File: src/rtl/pgen_pkg.sv
package pgen_pkg;
    localparam int          CW_BITS   = 32;
    localparam int          PRE_BITS  = 576;
    localparam int          SLOTS     = 16;
    localparam int          SLOT_W    = $clog2(SLOTS);
    localparam int          CAP_W     = 21;
    localparam int          FUNC_W    = 2;
    localparam int          DATA_W    = 20;
    localparam int          INFO_W    = 21;
    localparam logic [31:0] SYNC_CW   = 32'h7CD2_15D8;
    localparam logic [31:0] IDLE_CW   = 32'h7A89_C197;
    localparam logic [10:0] BCH_GEN   = 11'h769;

    typedef enum logic [1:0] {
        ST_IDLE,
        ST_PRE,
        ST_SYNC,
        ST_SLOT
    } state_e;
endpackage

File: src/rtl/pgen_bch.sv
// Combinational (31,21) BCH encoder with appended even-parity bit.
module pgen_bch
    import pgen_pkg::*;
(
    input  logic [INFO_W-1:0] info,
    output logic [CW_BITS-1:0] cw
);
    logic [30:0] rem;

    always_comb begin
        rem = {info, 10'b0};
        for (int i = 30; i >= 10; i--) begin
            if (rem[i]) begin
                rem[i -: 11] = rem[i -: 11] ^ BCH_GEN;
            end
        end
        cw = {info, rem[9:0], ^{info, rem[9:0]}};
    end
endmodule

File: src/rtl/pgen_queue.sv
// Small first-in first-out page store, two-process style.
module pgen_queue #(
    parameter int DEPTH = 4,
    parameter int WIDTH = 8
) (
    input  logic             clk,
    input  logic             rst_n,
    input  logic             push_valid,
    output logic             push_ready,
    input  logic [WIDTH-1:0] push_data,
    input  logic             pop,
    output logic             head_valid,
    output logic [WIDTH-1:0] head_data
);
    localparam int AW = (DEPTH > 1) ? $clog2(DEPTH) : 1;
    localparam int NW = $clog2(DEPTH + 1);

    typedef struct packed {
        logic [DEPTH-1:0][WIDTH-1:0] mem;
        logic [AW-1:0]               rd;
        logic [AW-1:0]               wr;
        logic [NW-1:0]               cnt;
    } q_t;

    q_t q_d, q_q;
    logic do_push, do_pop;

    assign push_ready = (q_q.cnt != NW'(DEPTH));
    assign head_valid = (q_q.cnt != '0);
    assign head_data  = q_q.mem[q_q.rd];

    always_comb begin
        q_d     = q_q;
        do_push = push_valid && push_ready;
        do_pop  = pop && head_valid;
        if (do_push) begin
            q_d.mem[q_q.wr] = push_data;
            q_d.wr = (q_q.wr == AW'(DEPTH - 1)) ? '0 : q_q.wr + AW'(1);
        end
        if (do_pop) begin
            q_d.rd = (q_q.rd == AW'(DEPTH - 1)) ? '0 : q_q.rd + AW'(1);
        end
        case ({do_push, do_pop})
            2'b10:   q_d.cnt = q_q.cnt + NW'(1);
            2'b01:   q_d.cnt = q_q.cnt - NW'(1);
            default: q_d.cnt = q_q.cnt;
        endcase
    end

    always_ff @(posedge clk or negedge rst_n) begin
        if (!rst_n) q_q <= '0;
        else        q_q <= q_d;
    end
endmodule

File: src/rtl/pager_batch_gen.sv
// Paging batch stream generator: preamble, sync, 16 slots per batch.
module pager_batch_gen
    import pgen_pkg::*;
#(
    parameter int QDEPTH  = 4,
    parameter int MAX_MSG = 3
) (
    input  logic                              clk,
    input  logic                              rst_n,
    input  logic                              bit_en,
    input  logic                              pg_valid,
    output logic                              pg_ready,
    input  logic [CAP_W-1:0]                  pg_capcode,
    input  logic [FUNC_W-1:0]                 pg_func,
    input  logic [$clog2(MAX_MSG+1)-1:0]      pg_msg_cnt,
    input  logic [MAX_MSG*DATA_W-1:0]         pg_msg,
    output logic                              tx_bit,
    output logic                              tx_active
);
    localparam int CNTW = $clog2(MAX_MSG + 1);
    localparam int MSGW = MAX_MSG * DATA_W;
    localparam int ENTW = CAP_W + FUNC_W + CNTW + MSGW;
    localparam int BITW = $clog2(PRE_BITS);

    typedef struct packed {
        state_e            st;
        logic [BITW-1:0]   cnt;
        logic [SLOT_W-1:0] slot;
        logic [CW_BITS-1:0] word;
        logic [CNTW-1:0]   msg_left;
        logic [CNTW-1:0]   msg_idx;
        logic              tx_bit;
        logic              tx_active;
    } regs_t;

    regs_t r_d, r_q;

    // Page queue
    logic [ENTW-1:0] push_data, head_data;
    logic            head_valid, pop;

    assign push_data = {pg_msg, pg_msg_cnt, pg_func, pg_capcode};

    pgen_queue #(.DEPTH(QDEPTH), .WIDTH(ENTW)) u_queue (
        .clk       (clk),
        .rst_n     (rst_n),
        .push_valid(pg_valid),
        .push_ready(pg_ready),
        .push_data (push_data),
        .pop       (pop),
        .head_valid(head_valid),
        .head_data (head_data)
    );

    logic [CAP_W-1:0]  head_cap;
    logic [FUNC_W-1:0] head_func;
    logic [CNTW-1:0]   head_cnt;
    logic [MSGW-1:0]   head_msg;
    logic [DATA_W-1:0] msg_word;

    assign head_cap  = head_data[CAP_W-1:0];
    assign head_func = head_data[CAP_W +: FUNC_W];
    assign head_cnt  = head_data[CAP_W + FUNC_W +: CNTW];
    assign head_msg  = head_data[ENTW-1 -: MSGW];

    always_comb begin
        msg_word = head_msg[int'(r_q.msg_idx) * DATA_W +: DATA_W];
    end

    // Codeword encoders: one for the address form, one for the message form
    logic [CW_BITS-1:0] addr_cw, msg_cw;

    pgen_bch u_bch_addr (
        .info({1'b0, head_cap[CAP_W-1:3], head_func}),
        .cw  (addr_cw)
    );

    pgen_bch u_bch_msg (
        .info({1'b1, msg_word}),
        .cw  (msg_cw)
    );

    // Sequencer
    logic              load;
    logic [SLOT_W-1:0] nslot;

    always_comb begin
        r_d   = r_q;
        pop   = 1'b0;
        load  = 1'b0;
        nslot = '0;
        if (bit_en) begin
            case (r_q.st)
                ST_IDLE: begin
                    r_d.tx_active = 1'b0;
                    r_d.tx_bit    = 1'b0;
                    if (head_valid) begin
                        r_d.st  = ST_PRE;
                        r_d.cnt = '0;
                    end
                end
                ST_PRE: begin
                    r_d.tx_active = 1'b1;
                    r_d.tx_bit    = ~r_q.cnt[0];
                    if (r_q.cnt == BITW'(PRE_BITS - 1)) begin
                        r_d.st   = ST_SYNC;
                        r_d.cnt  = '0;
                        r_d.word = SYNC_CW;
                    end else begin
                        r_d.cnt = r_q.cnt + BITW'(1);
                    end
                end
                ST_SYNC, ST_SLOT: begin
                    r_d.tx_active = 1'b1;
                    r_d.tx_bit    = r_q.word[CW_BITS-1];
                    r_d.word      = {r_q.word[CW_BITS-2:0], 1'b0};
                    r_d.cnt       = r_q.cnt + BITW'(1);
                    if (r_q.cnt == BITW'(CW_BITS - 1)) begin
                        r_d.cnt = '0;
                        if (r_q.st == ST_SYNC) begin
                            r_d.st = ST_SLOT;
                            load   = 1'b1;
                            nslot  = '0;
                        end else if (r_q.slot == SLOT_W'(SLOTS - 1)) begin
                            if (r_q.msg_left != '0 || head_valid) begin
                                r_d.st   = ST_SYNC;
                                r_d.word = SYNC_CW;
                            end else begin
                                r_d.st = ST_IDLE;
                            end
                        end else begin
                            load  = 1'b1;
                            nslot = r_q.slot + SLOT_W'(1);
                        end
                    end
                end
                default: r_d.st = ST_IDLE;
            endcase
        end

        // Pick the content of the slot that starts next
        if (load) begin
            r_d.slot = nslot;
            if (r_q.msg_left != '0) begin
                r_d.word     = msg_cw;
                r_d.msg_idx  = r_q.msg_idx + CNTW'(1);
                r_d.msg_left = r_q.msg_left - CNTW'(1);
                pop          = (r_q.msg_left == CNTW'(1));
            end else if (head_valid && head_cap[2:0] == nslot[SLOT_W-1:1]) begin
                r_d.word = addr_cw;
                if (head_cnt == '0) begin
                    pop = 1'b1;
                end else begin
                    r_d.msg_left = head_cnt;
                    r_d.msg_idx  = '0;
                end
            end else begin
                r_d.word = IDLE_CW;
            end
        end
    end

    always_ff @(posedge clk or negedge rst_n) begin
        if (!rst_n) begin
            r_q    <= '0;
            r_q.st <= ST_IDLE;
        end else begin
            r_q <= r_d;
        end
    end

    assign tx_bit    = r_q.tx_bit;
    assign tx_active = r_q.tx_active;
endmodule

File: config.mk
export PLATFORM = sky130hd
export DESIGN_NAME = pager_batch_gen
export DESIGN_NICKNAME = d
export VERILOG_FILES = /design/src/rtl/pgen_pkg.sv /design/src/rtl/pgen_bch.sv /design/src/rtl/pgen_queue.sv /design/src/rtl/pager_batch_gen.sv
export SDC_FILE = /design/constraint.sdc
export NUM_CORES = 1
export LEC_CHECK = 0
export BUFFER_PORTS_ARGS = -buffer_cell sky130_fd_sc_hd__buf_2
export CAP_MARGIN = 20
export CORE_ASPECT_RATIO = 1.5
export CORE_MARGIN = 2
export CORE_UTILIZATION = 32
export CTS_CLUSTER_DIAMETER = 200
export DETAILED_ROUTE_END_ITERATION = 12
export GPL_TIMING_DRIVEN = 0
export HOLD_SLACK_MARGIN = 0.05
export PLACE_DENSITY_LB_ADDON = 0.15
export SKIP_LAST_GASP = 1
export SYNTH_ARGS = -nofsm -noshare
export SYNTH_HDL_FRONTEND = slang
export SYNTH_SLANG_ARGS = --single-unit
File: constraint.sdc
create_clock -name clk -period 4.44 [get_ports clk]
set_input_delay 0.888 -clock clk [delete_from_list [all_inputs] [get_ports clk]]
set_output_delay 0.888 -clock clk [all_outputs]
set_load 0.05 [all_outputs]
After elaboration in Yosys (flattened, before gate mapping)
Index checks and enable logic that the tools add are counted.
{ "op_classes": {"multipliers": 1, "n_eq_ne": 19, "muxes": 83, "n_lt_le_gt_ge": 3, "bitwise": 42, "reduce_logical": 20, "n_shift": 1, "addsub": 8} }
{ "ops": {"columns": ["op", "n"], "rows": [
  ["$mux W10", 41],
  ["$bwmux W340", 1],
  ["$not A6 Y6", 41],
  ["$mux W32", 6],
  ["$bmux W85 S2", 1],
  ["$demux W85 S2", 1],
  ["$mux W85", 2],
  ["$mux W36", 2],
  ["$pmux W32 S2", 1],
  ["$reduce_xor A31 Y1", 2],
  ["$shiftx A60 B8 Y20", 1],
  ["$pmux W12 S3", 1],
  ["$mux W31", 1],
  ["$mux W4", 7],
  ["$mux W12", 2],
  ["$mux W2", 6],
  ["$add A10 B1 Y10 const B", 1],
  ["$eq A10 B10 Y1 const B", 1],
  ["$eq A10 B5 Y1 const B", 1],
  ["$eq A2 B2 Y1 const B", 5],
  ["$mux W1", 9],
  ["$ne A3 B3 Y1 const B", 3],
  ["$ne A2 B2 Y1 const B", 4],
  ["$reduce_bool A2 Y1", 4],
  ["22 further kinds", 33]
]} }
{ "word_totals": {"input_bits": 89, "reg_bits": 401} }

Depth between registers and ports, before layout
Gate-level depths: netlist of run 1.
{ "logic_depth": {"depth_word": 47, "depth_mapped": 20} }

Hierarchy
Synthesis of run 1 repeated with hierarchy kept, for this count alone.
{ "hier_totals": {"cells_unflattened": 1503, "area_unflattened_um2": 21707.1} }
{ "modules_own_cells": {"columns": ["module", "area_per_inst_um2", "cells_per_inst", "seq_area_each_um2", "n_inst"], "rows": [
  ["pgen_queue", 16110.5, 865, 8683.3, 1],
  ["pager_batch_gen", 3637.2, 456, 1351.3, 1],
  ["pgen_bch", 979.7, 91, 0.0, 2]
]} }

Worst setup path before layout of run 1
OpenSTA, ideal clock, no wires.
{ "synth_path": {"path_kind": "register -> register", "startpoint": "register u_queue.q_q[5] (netlist name)", "endpoint": "register u_queue.q_q[2] (netlist name)", "t_arrival_ps": 4109, "required_ps": 4361, "setup_time_ps": 79, "synth_period_minus_slack_ps": 4188, "stages_incl_launch_ff": 21, "path_slack_ps": 252, "path_cell_list": "dfrtp_1 -> buf_6 -> buf_12 -> buf_12 -> buf_6 -> buf_6 -> buf_4 -> mux4_2 -> nor4bb_1 -> a31oi_1 -> o21ai_0 -> nand3_1 -> inv_1 -> a21oi_1 -> nor4_1 -> ha_1 -> inv_1 -> fa_1 -> xor2_1 -> nor2_1 -> xor2_1"} }
{ "synth_via": {"elab_chain_len": 10, "word_cells_on_any_way": 14, "classes_between": "eq/ne: 3; mux: 7; reduce/logical: 4"} }
{ "synth_lines": {"columns": ["item", "line_no", "source"], "rows": [
  ["start: declaration", "pgen_queue.sv:25", "q_t q_d, q_q;"],
  ["start signal: assignment", "pgen_queue.sv:52", "else q_q <= q_d;"],
  ["$bmux W85 S2 (*)", "pgen_queue.sv:30", "assign head_data = q_q.mem[q_q.rd];"],
  ["$mux W85 (not written as such) (*)", "pgen_queue.sv:30", null],
  ["$eq A3 B3 Y1 / $logic_not A2 Y1 (equally long branches)", "pager_batch_gen.sv:149, pager_batch_gen.sv:151", null],
  ["$logic_and A1 B1 Y1 / $mux W1 (equally long branches)", "pager_batch_gen.sv:149, pager_batch_gen.sv:151", null],
  ["$mux W1 (*)", "pager_batch_gen.sv:149", "end else if (head_valid && head_cap[2:0] == nslot[SLOT_W-1:1]) begin"],
  ["$mux W1 (*)", "pager_batch_gen.sv:144", "if (r_q.msg_left != '0) begin"],
  ["$mux W1 (*)", "pager_batch_gen.sv:142", "if (load) begin"],
  ["$logic_and A1 B1 Y1 (*)", "pgen_queue.sv:35", "do_pop = pop && head_valid;"],
  ["named net u_queue.do_pop", "pgen_queue.sv:26", "logic do_push, do_pop;"],
  ["$eq A2 B1 Y1 / $eq A2 B2 Y1 (equally long branches)", "pgen_queue.sv:43", "case ({do_push, do_pop})"],
  ["$pmux W3 S2 / $reduce_bool A2 Y1 (equally long branches)", null, null]
]} }
The timed path passes the listed nets; every way through them passes the cells marked *. The select of a mux whose other input is x is not followed.
A chain may end at the register's enable or synchronous reset.

Worst setup path after layout of run 1
{ "layout_path": {"startpoint": "register u_queue.q_q[5] (netlist name)", "endpoint": "register r_q[6] (netlist name)"} }
{ "layout_via": {"elab_chain_len": 39, "word_cells_on_any_way": 91, "classes_between": "eq/ne: 1; shift: 1; mux: 45; bitwise: 41; reduce/logical: 3"} }
{ "layout_lines": {"columns": ["item", "line_no", "source"], "rows": [
  ["$bmux W85 S2 (*)", "pgen_queue.sv:30", null],
  ["$mux W85 (not written as such) (*)", "pgen_queue.sv:30", null],
  ["$shiftx A60 B8 Y20 / $not A6 Y6 (equally long branches)", null, null],
  ["$not A6 Y6 (no line) / $mux W10 (equally long branches) (2 in series)", null, null],
  ["$mux W10 / $not A6 Y6 (equally long branches)", null, null],
  ["$mux W10", "pgen_bch.sv:13", "if (rem[i]) begin"],
  ["$not A6 Y6 (no line) / $mux W10 (equally long branches)", null, null],
  ["$mux W10 / $not A6 Y6 (equally long branches)", null, null],
  ["[22 not listed]", null, null],
  ["$not A6 Y6 (no line) / $mux W10 (equally long branches)", null, null],
  ["$mux W10 / $not A6 Y6 (equally long branches)", null, null],
  ["$not A6 Y6 (no line) / $mux W10 (equally long branches)", null, null],
  ["$mux W10 / $not A6 Y6 (equally long branches)", null, null],
  ["$mux W10 / $reduce_xor A31 Y1 (equally long branches)", "pgen_bch.sv:13, pgen_bch.sv:17", null],
  ["$reduce_xor A31 Y1 / $mux W31 (equally long branches)", "pgen_bch.sv:17, pager_batch_gen.sv:149", null],
  ["$mux W36 (*)", "pager_batch_gen.sv:144", null],
  ["$mux W36 (*)", "pager_batch_gen.sv:142", null],
  ["end signal: assignment", "pager_batch_gen.sv:168", "r_q <= r_d;"],
  ["end: declaration", "pager_batch_gen.sv:36", "regs_t r_d, r_q;"]
]} }
Every way passes the cells marked *; elsewhere a longest branch is shown, timed or not. The select of a mux whose other input is x is not followed.

==> impl_results.md, run 1 <==
- Status: completed
- Drt drc: 0
- # fillers: 5981
- Synth Instances: 1459
- CP peak stage delay: 0.60 ns
- First DRT Iteration DRCs: 612
- Global placer's final weighted congestion: 0.869
- Final Max Tran Viols: 0
- DR vias: 12600
- Top_reg_cell synth: dfrtp_1
- Top-count cell post-synth: dfrtp_1
- Port bufs: 90
- Peak Freq: 232 MHz
- Met3 usage: 2.63%
- Post-synth top cells: dfrtp_1 (401), mux2_2 (343), nand2_1 (100)
- Synth warn: 0
- Fin cells: 2456
- Root Buffer: clkbuf_16
- Initial antenna violation count: 7
- Main area contributors after synthesis: dfrtp_1 (50%), mux2_2 (19%), mux4_2 (8.5%)
- GR Layer Usage met1: 20.8%
- GR peak layer: met2
- CP required: 4.90 ns
- Starting Density: 32.4%
- Hold slack: 0.281 ns
- Core ar.: 62400 sq um
- Largest net degree at the start of global routing: 116
- Hold buffer count at cts: 0
- FP Rows: 112
- Core Util, Final: 37.9%
- CP top delay family: XOR/XNOR gates
- Period Utilization, post-route: 97.0%
- Unrepaired setup endpoints after global routing: yes
- # clock sinks: 401
- Critical path, cell by cell: buf_6 -> buf_12 -> buf_4 -> mux4_1 -> a22oi_2 -> nand2_1 -> xnor2_2 -> xnor3_2 -> xnor3_1 -> xnor3_1 -> xnor3_1 -> nor2_1 -> o21ai_1
- Seq/Total Area, Yosys: 49.7%
- Post-layout min period: 4.31 ns
- WL final: 58000 um
- TritonCTS clock tree: done
- Routed vias/inst: 5.12
- CP most frequent cell: xnor3_1
- Total gr overflow: 0
- CP max-delay cell: mux4_1
- WP buf/inv: 3
- Post-Syn Nets: 1557
- Final setup vio count: 0
- Global-route wire length before repair: 87500 um
- Clock Tree Buf Depth: 3
- Synth cell types: 57
- Critical path data arrival time: 4.77 ns
- Area leader, netlist: dfrtp_1
- Synthesized area: 20200 sq um
- Clk_skew: 0.0210 ns
- Critical Path Source Type: flip-flop
- I/O pin cnt: 92
- Die width: 209 um
- Total Routing Usage GR: 18.0%
- Final ANT Viol Nets: 0
- Hpwl dp: 42000 um
- Vias in the first global route: 13700
- Final Hold Fails: 0
- Setup crit end kind: flip-flop
- Post-synth EDFFs: 0
- Avg WL per Cell: 23.6 um
- Clk Latency, worst-skew pair: 0.59 ns
- DRT Pass-1 Iters: 4
- Ys async rst share: 100%
- Crit Path Max Fanout: 8
- M2 GR Usage: 33.1%
- Mean Syn Cell Area: 13.8 sq um
- Yosys top cell area share: 49.7%
- Die area: 65100 sq um
- Slew @ Worst Pin: 1.06 ns
- Placed Cells: 2352
- CTS clk-pin slew, worst paths: 0.06 ns
- Share of cells above drive strength 1: 41.2%
- Height of the die: 312 um
- Synth-to-Final Area Change: 17.2%
- Setup CP Type: flip-flop to flip-flop
- Yosys reg bits: 401
- CTS H-tree depth: 2
- CTS buffer count: 44
- Worst min path class: input pin to asynchronous set/reset pin
- Nets@finish: 1720
- Max_slew headroom: 29.3%
- Max_cap viols: 0
[cells by family after synthesis]
kind of cell / count (synthesis) / share of synthesized area (%)
and+or+nand+nor: 215 / 4.71
buffers and inverters: 99 / 2.30
muxes: 430 / 28.9
adders and majority gates: 9 / 0.595
DFF: 401 / 49.7
AOI/OAI and AO/OA: 148 / 4.41
xor gates and xnor gates: 157 / 9.37
[area by class of cell]
cell class	instances	area, sq um	area share [%]
multi-input combinational	959	9820	41.5
tap	798	998	4.22
antenna	1	2.50	0.0106
sequential	401	10000	42.4
clock inverter	19	213	0.899
timing repair buffer	119	746	3.15
inverter	11	41.3	0.175
clock buffer	62	1270	5.36
buffer	86	534	2.26
[what timing repair did]
action / in CTS / in global routing
pin swaps: 2 / 4
gates resized for setup: 37 / 30
endpoints found under the hold margin: 0 / 0
setup endpoints to repair: 40 / 11
buffers inserted: 4 / 20
[stage by stage]
| stage | instance area [sq um] | TNS [ns] | setup WS [ns] |
|---|---|---|---|
| after CTS | 23400 | 0 | 0.0175 |
| after global placement | 21600 | -2247.70 | -5.61 |
| after global routing | 23700 | -0.0655 | -0.0532 |
| after detailed placement | 21700 | -18.73 | -1.25 |
| final | 23700 | 0 | 0.131 |
| after floorplan | 20200 | 0 | 0.252 |
[cells in the final DEF, fill, tap and decap left out, drive strengths merged, types with 3 or more instances in the layout]
| cell | Yosys | final |
|---|---|---|
| a21oi | 33 | 33 |
| a221oi | 5 | 5 |
| a22o | 4 | 4 |
| a22oi | 24 | 24 |
| and3 | 7 | 7 |
| buf | 20 | 140 |
| bufinv | 0 | 3 |
| clkbuf | 68 | 127 |
| clkinv | 0 | 9 |
| clkinvlp | 0 | 5 |
| dfrtp | 401 | 401 |
| ha | 8 | 8 |
| inv | 11 | 13 |
| mux2 | 343 | 343 |
| mux4 | 85 | 85 |
| nand2 | 103 | 103 |
| nand2b | 3 | 3 |
| nand3 | 11 | 11 |
| nand4 | 4 | 4 |
| nor2 | 51 | 51 |
| nor3 | 20 | 20 |
| o21ai | 66 | 66 |
| o22ai | 3 | 3 |
| o31ai | 3 | 3 |
| or2 | 4 | 4 |
| xnor2 | 100 | 100 |
| xnor3 | 29 | 29 |
| xor2 | 26 | 26 |
[registers in the layout (all words and copies together), names as in the netlist]
| name | count |
|---|---|
| r_q | 52 |
| tx_bit | 1 |
| tx_active | 1 |
| u_queue.q_q | 347 |
[path summary, 6_finish.rpt]
kind,slack (ns),end,cells after the start,from
worst min register to register,0.48,r_q[33],2,r_q[33]
worst max-delay path,0.13,r_q[6],13,u_queue.q_q[5]
worst min-delay path,0.28,u_queue.q_q[27],1,rst_n
max in group asynchronous,3.07,u_queue.q_q[39],2,rst_n
worst max register to register,0.13,r_q[6],13,u_queue.q_q[5]
min in group clk,0.48,r_q[33],2,r_q[33]
[per-layer routing]
metal | vias to the layer above | wire [um]
li1 | 5630 | -
met1 | 6618 | 23100
met2 | 213 | 30900
met3 | 116 | 1680
met4 | 8 | 2280
met5 | - | 47
Power of run 1 is left out: the tool's default activity adds up to more than one toggle a clock period on the data nets, which glitch-free logic cannot reach.
==> run 2: changes to the inputs <==
--- a/config.mk
+++ b/config.mk
@@ -5,15 +5,16 @@
 export SDC_FILE = /design/constraint.sdc
 export NUM_CORES = 1
 export LEC_CHECK = 0
+export ABC_AREA = 1
 export BUFFER_PORTS_ARGS = -buffer_cell sky130_fd_sc_hd__buf_2
-export CAP_MARGIN = 20
+export CAP_MARGIN = 30
 export CORE_ASPECT_RATIO = 1.5
 export CORE_MARGIN = 2
 export CORE_UTILIZATION = 32
 export CTS_CLUSTER_DIAMETER = 200
 export DETAILED_ROUTE_END_ITERATION = 12
 export GPL_TIMING_DRIVEN = 0
-export HOLD_SLACK_MARGIN = 0.05
+export HOLD_SLACK_MARGIN = 0.15
 export PLACE_DENSITY_LB_ADDON = 0.15
 export SKIP_LAST_GASP = 1
 export SYNTH_ARGS = -nofsm -noshare
==> run 2 against run 1 <==
Against the previous run: sequential share of layout area down 9.8 points; the flow now finishes with violations (negative setup slack); clock skew down 0.0035 ns; setup slack worse by 0.14 ns; routed wire length up 56%.
==> impl_results.md, run 2 <==
- Status: finished with violations
- Global placer's final weighted congestion: 0.873 (+0.46%)
- Yosys top cell area share: 43.4% (-6.4 points)
- CP max-delay cell: dfrtp_1
- Main combinational cell family by area after synthesis: simple AND/OR/NAND/NOR gates
- Largest register FFs: 347 (unchanged)
- Commonest non-fill, non-tap cell in the layout: nand2_1
- Max_cap viols: 0 (unchanged)
- Synthesized area: 23100 sq um (+15%)
- Yosys reg bits: 401 (unchanged)
- First DRT Iteration DRCs: 1181 (+93%)
- Global-route wire length before repair: 132000 um (+51%)
- Largest regs: u_queue.q_q (347), r_q (52)
- Xor/xnor cell area share of the yosys netlist: 3.49% (-5.9 points)
- Setup crit end kind: flip-flop
- Synth Instances: 2925 (+100%)
- Area leader, netlist: dfrtp_1
- CP required: 4.92 ns (+0.02 ns)
- Peak Freq: 225 MHz (-3.1%)
- Synth cell types: 48 (-16%)
- Routed vias/inst: 5.16 (+0.66%)
- Ys async rst share: 100% (unchanged)
- Core ar.: 71500 sq um (+15%)
- Seq/Total Area, Yosys: 43.4% (-6.4 points)
- Setup CP Type: flip-flop to flip-flop
- Final ANT Viol Nets: 0 (unchanged)
- CP most frequent cell: nand2_4
- Post-Syn Nets: 3023 (+94%)
- Total Routing Usage GR: 23.5% (+5.5 points)
- Clk_skew: 0.0175 ns (-0.00355 ns)
- DR vias: 21400 (+70%)
- I/O pin cnt: 92 (unchanged)
- Avg WL per Cell: 21.7 um (-8.1%)
- Synth warn: 0 (unchanged)
- Mux share of post-synthesis cell area: 7.78% (-21 points)
- Unrepaired setup endpoints after global routing: yes
- Die width: 224 um (+7.0%)
- Post-synth top cells: nand2_1 (853), dfrtp_1 (401), inv_1 (312)
- Port bufs: 91 (+1.1%)
- CTS H-tree depth: 2 (unchanged)
- Final worst slack: -0.00414 ns (-0.136 ns)
- Initial antenna violation count: 9 (+2)
- Post-layout min period: 4.44 ns (+0.136 ns)
- Complex-gate fraction of the synthesized area: 12.4% (+8.0 points)
- Critical path data arrival time: 4.93 ns (+0.16 ns)
- Mean Syn Cell Area: 7.91 sq um (-43%)
- Hold buffer count at cts: 0 (unchanged)
- WL final: 90300 um (+56%)
- Final Hold Fails: 0 (unchanged)
- DRT Pass-1 Iters: 5 (+1)
- Post-Synth Adder-Cell Area: 0.519% (-0.076 points)
- Main area contributors after synthesis: dfrtp_1 (43%), nand2_1 (14%), mux2_2 (7.8%)
- CTS buffer count: 43 (-2.3%)
- Final Max Tran Viols: 0 (unchanged)
- Clock Tree Buf Depth: 3 (unchanged)
- Multi-input logic area: 13700 sq um (+40%)
- Largest net degree at the start of global routing: 113 (-2.6%)
- CTS clk-pin slew, worst paths: 0.06 ns (about the same)
- Simple-gate portion of the synthesized area: 23.5% (+19 points)
- Max_slew headroom: 26.4% (-2.9 points)
- Die area: 74500 sq um (+14%)
- Post-synth EDFFs: 0 (unchanged)
- Vias in the first global route: 21100 (+54%)
- Nets@finish: 3304 (+92%)
- Height of the die: 333 um (+7.0%)
- CP peak stage delay: 0.41 ns (-0.19 ns)
- Most frequent cells in the layout: nand2_1 (625), dfrtp_1 (400), inv_1 (300)
- Critical Path Source Type: flip-flop
- Worst min path class: input pin to asynchronous set/reset pin
- Hpwl dp: 64800 um (+54%)
- Storage element area: 10000 sq um (unchanged)
- Root Buffer: clkbuf_16
- Core Util, Final: 43.0% (+5.1 points)
- Total gr overflow: 0 (unchanged)
- Reg with most FFs: u_queue.q_q
- Failing checks: negative setup slack
- Drt drc: 0 (unchanged)
- Final setup vio count: 1 (+1)
- Top-count cell post-synth: nand2_1
- # clock sinks: 401 (unchanged)
- Top_reg_cell synth: dfrtp_1
- Synth-to-Final Area Change: 32.8%
- # fillers: 7136 (+19%)
- Share of cells above drive strength 1: 32.5% (-8.7 points)
- TritonCTS clock tree: done
- Crit Path Max Fanout: 10 (+2)
- Period Utilization, post-route: 100% (+3.1 points)
- Clk Latency, worst-skew pair: 0.60 ns (about the same)
- Starting Density: 32.4% (about the same)
- FP Rows: 120 (+7.1%)
- Slew @ Worst Pin: 1.10 ns (+0.0441 ns)
[run 2: cell types whose count changed after synthesis, moves of 76 or more]
cell	delta
mux2_2	-183
inv_1	+301
nand2_1	+753
o21ai_0	+237
nand3_1	+242
mux4_2	-76
[run 2: worst max-delay path: cells and delay by family, from the launching register on]
kind	cells	cell delay [ns]
AND/OR/NAND/NOR	30	2.71
XOR/XNOR	1	0.26
flip-flops	1	0.41
buffers and inverters	9	0.93
[run 2: cells by family after synthesis]
group	Yosys count
DFF	401
xor gates and xnor gates	86
adders and majority gates	9
buffers and inverters	472
muxes	160
AOI/OAI and AO/OA	523
and+or+nand+nor	1274
[run 2: timing repair]
action | 4_1_cts | 5_1_grt
pin swaps | 70 | 221
gates resized for setup | 305 | 469
cloned | 3 | 4
setup buffers | 45 | 80
setup endpoints to repair | 40 | 18
[run 2: final cells by class]
| cell class | count | share of cell area (%) |
|---|---|---|
| diodes | 3 | 0.0244 |
| plain buffers | 138 | 3.82 |
| clock buffers | 65 | 4.10 |
| clock inverters | 12 | 0.428 |
| inverters | 334 | 4.31 |
| multi-input cells | 2052 | 44.7 |
| flip-flops and latches | 401 | 32.7 |
| well taps | 915 | 3.73 |
| repair buffers | 236 | 6.24 |
[run 2: layer usage]
layer	share of wire (%)	global-route usage (%)
met1	38	26.7
met4	6.4	12.5
met5	0.060	0
met3	4.4	3.18
met2	51	42.5
[run 2: worst paths after layout]
check	from	end	slack (ns)	depth (start not counted)
hold reg to reg	r_q[6]	r_q[6]	0.49	2
hold / removal	rst_n	u_queue.q_q[68]	0.28	1
max in group asynchronous	rst_n	u_queue.q_q[117]	2.10	4
setup / recovery	u_queue.q_q[6]	r_q[6]	-0.004	40
min in group clk	r_q[6]	r_q[6]	0.49	2
setup reg to reg	u_queue.q_q[6]	r_q[6]	-0.004	40
[run 2: stage by stage]
stage               cell area (sq um)  hold WS, ns  setup WS, ns   TNS, ns  cells
floorplan                       23100        0.449         0.477         0   2925
detailed placement              25000        0.474         -1.83    -43.38   3943
global placement                24700        0.469         -5.94  -2382.97   3931
finish                          30700        0.279      -0.00414  -0.00414   4156
CTS                             28000        0.319      0.000698         0   4068
global route                    30700        0.336        -0.314     -1.03   4153
Power of run 2 is left out for the same reason.
==> run 3: changes to the inputs <==
--- a/config.mk
+++ b/config.mk
@@ -5,9 +5,11 @@
 export SDC_FILE = /design/constraint.sdc
 export NUM_CORES = 1
 export LEC_CHECK = 0
-export ABC_AREA = 1
+export ABC_AREA = 0
 export BUFFER_PORTS_ARGS = -buffer_cell sky130_fd_sc_hd__buf_2
 export CAP_MARGIN = 30
+export CELL_PAD_IN_SITES_DETAIL_PLACEMENT = 0
+export CELL_PAD_IN_SITES_GLOBAL_PLACEMENT = 2
 export CORE_ASPECT_RATIO = 1.5
 export CORE_MARGIN = 2
 export CORE_UTILIZATION = 32
==> run 3 against run 2 <==
Against the previous run: the run now ends clean; sequential share of layout area is 9.7 points higher; design area is 23% lower; global-route usage is 4.6 points lower; worst hold slack better by 0.049 ns; non-clock buffer count is 162 lower; first-iteration DRC count is 55% lower; routed wire length is 33% lower; register-to-register slack better by 0.13 ns; via count is 42% lower; die area is 13% lower; clock skew is 0.0031 ns lower.
==> impl_results.md, run 3 (synthesis gave the netlist of run 1 again) <==
- Synth-to-Final Area Change: 17.5%
- Vias in the first global route: 13700 (-35%)
- Final worst slack: 0.126 ns (+0.131 ns)
- First DRT Iteration DRCs: 531 (-55%)
- Hold buffer count at cts: 0 (unchanged)
- Total Routing Usage GR: 18.9% (-4.6 points)
- Final ANT Viol Nets: 0 (unchanged)
- Clock Tree Buf Depth: 3 (unchanged)
- Largest regs: u_queue.q_q (347), r_q (52)
- CP required: 4.91 ns (about the same)
- Peak Freq: 232 MHz (+3.0%)
- Initial antenna violation count: 9 (unchanged)
- Reg with most FFs: u_queue.q_q
- Root Buffer: clkbuf_16
- Avg WL per Cell: 24.5 um (+13%)
- Dpl cell area: 21900 sq um (-12%)
- Share of cells above drive strength 1: 41.2% (+8.7 points)
- Critical path data arrival time: 4.78 ns (-0.15 ns)
- CTS buffer count: 45 (+4.7%)
- Final instance area: 23700 sq um (-23%)
- Final setup vio count: 0 (-1)
- Hpwl dp: 43900 um (-32%)
- Period Utilization, post-route: 97.2% (-2.9 points)
- Final Max Tran Viols: 0 (unchanged)
- Setup crit end kind: flip-flop
- Core ar.: 62400 sq um (-13%)
- FP Rows: 112 (-6.7%)
- Total gr overflow: 0 (unchanged)
- DR vias: 12500 (-42%)
- CTS H-tree depth: 2 (unchanged)
- Commonest non-fill, non-tap cell in the layout: dfrtp_1
- Most frequent cells in the layout: dfrtp_1 (400), mux2_2 (343), nand2_1 (92)
- TritonCTS clock tree: done
- DP Worst Slack: -1.51 ns (+0.319 ns)
- Final Hold Fails: 0 (unchanged)
- Largest register FFs: 347 (unchanged)
- Global-route wire length before repair: 90600 um (-31%)
- Die width: 209 um (-6.5%)
- Unrepaired setup endpoints after global routing: no
- Setup CP Type: flip-flop to flip-flop
- Port bufs: 90 (-1.1%)
- Clk Latency, worst-skew pair: 0.59 ns (about the same)
- Max_slew headroom: 35.9% (+9.5 points)
- Max_cap viols: 0 (unchanged)
- Drt drc: 0 (unchanged)
- I/O pin cnt: 92 (unchanged)
- Critical Path Source Type: flip-flop
- Slew @ Worst Pin: 0.958 ns (-0.146 ns)
- Highest metal used: met5
- Crit Path Max Fanout: 8 (-2)
- WL met2: 31800 um (-31%)
- Global placer's final weighted congestion: 0.801 (-8.3%)
- Core Util, Final: 38.0% (-5.0 points)
- # clock sinks: 401 (unchanged)
- Starting Density: 32.4% (about the same)
- DRT Pass-1 Iters: 5 (unchanged)
- Wl on met1: 24200 um (-30%)
- CTS clk-pin slew, worst paths: 0.06 ns (about the same)
- Worst min path class: input pin to asynchronous set/reset pin
- WL final: 60100 um (-33%)
- Status: completed
- Largest net degree at the start of global routing: 120 (+6.2%)
- Routed vias/inst: 5.09 (-1.3%)
- Clk_skew: 0.0144 ns (-0.00308 ns)
- Height of the die: 312 um (-6.5%)
- Die area: 65100 sq um (-13%)
- Nets@finish: 1728 (-48%)
- Setup TNS: 0 ns (+0.00414 ns)
- Post-layout min period: 4.31 ns (-0.131 ns)
- Met3 WL post-DR: 2000 um (-49%)
run 3: changes by cell type in the layout (fill, tap and decap cells not counted), moves of 97 or more:
cell	before	now
buf_4	122	25
nand2_4	111	1
nand2_2	161	10
inv_1	300	11
nand3_1	146	10
mux2_2	160	343
nand2_1	625	92
o21ai_0	279	63
run 3: stage by stage:
stage	hold WS (ns)	std cells
after floorplan	0.443	1459
after global placement	0.460	2347
after detailed placement	0.460	2358
after CTS	0.354	2435
after global routing	0.356	2455
final	0.328	2456
run 3: final cells by class:
type / count / area [sq um]
Tap cell: 798 / 998
Inverter: 11 / 41.3
Buffer: 88 / 544
Antenna cell: 1 / 2.50
Sequential cell: 401 / 10000
Clock buffer: 66 / 1330
Timing Repair Buffer: 124 / 845
Clock inverter: 8 / 81.3
Fill cell: 5978 / 38600
Multi-Input combinational cell: 959 / 9840
run 3: final timing paths:
kind / start / end / slack [ns] / depth (start not counted)
min reg2reg: r_q[13] / r_q[13] / 0.47 / 2
min: rst_n / u_queue.q_q[109] / 0.33 / 2
max in group asynchronous: rst_n / u_queue.q_q[139] / 2.58 / 4
min in group clk: r_q[13] / r_q[13] / 0.47 / 2
max: u_queue.q_q[5] / r_q[15] / 0.13 / 12
max reg2reg: u_queue.q_q[5] / r_q[15] / 0.13 / 12
run 3: timing repair:
item,in CTS,in global routing
buffers inserted,3,20
endpoints found under the setup margin,39,14
cloned,0,0
resized for setup,46,22
hold endpoints to repair,0,0
pin swaps,2,3
run 3: critical path, stage by stage, from the launching register on:
cell and delay (ns):
dfrtp_1 0.37, buf_6 0.16, buf_12 0.15, mux4_1 0.62
a22oi_2 0.26, nand2_1 0.29, xor2_2 0.30, xnor3_2 0.54
xnor3_2 0.46, xnor3_2 0.44, xor2_1 0.22, a221oi_2 0.29
nor2_1 0.07
run 3: per-layer routing:
metal | global-route usage, % | vias to the layer above
met5 | 0 | -
met1 | 22.4 | 6537
met2 | 34.2 | 196
met4 | 6.59 | 18
li1 | - | 5645
met3 | 3.27 | 103
Power of run 3 is left out for the same reason.
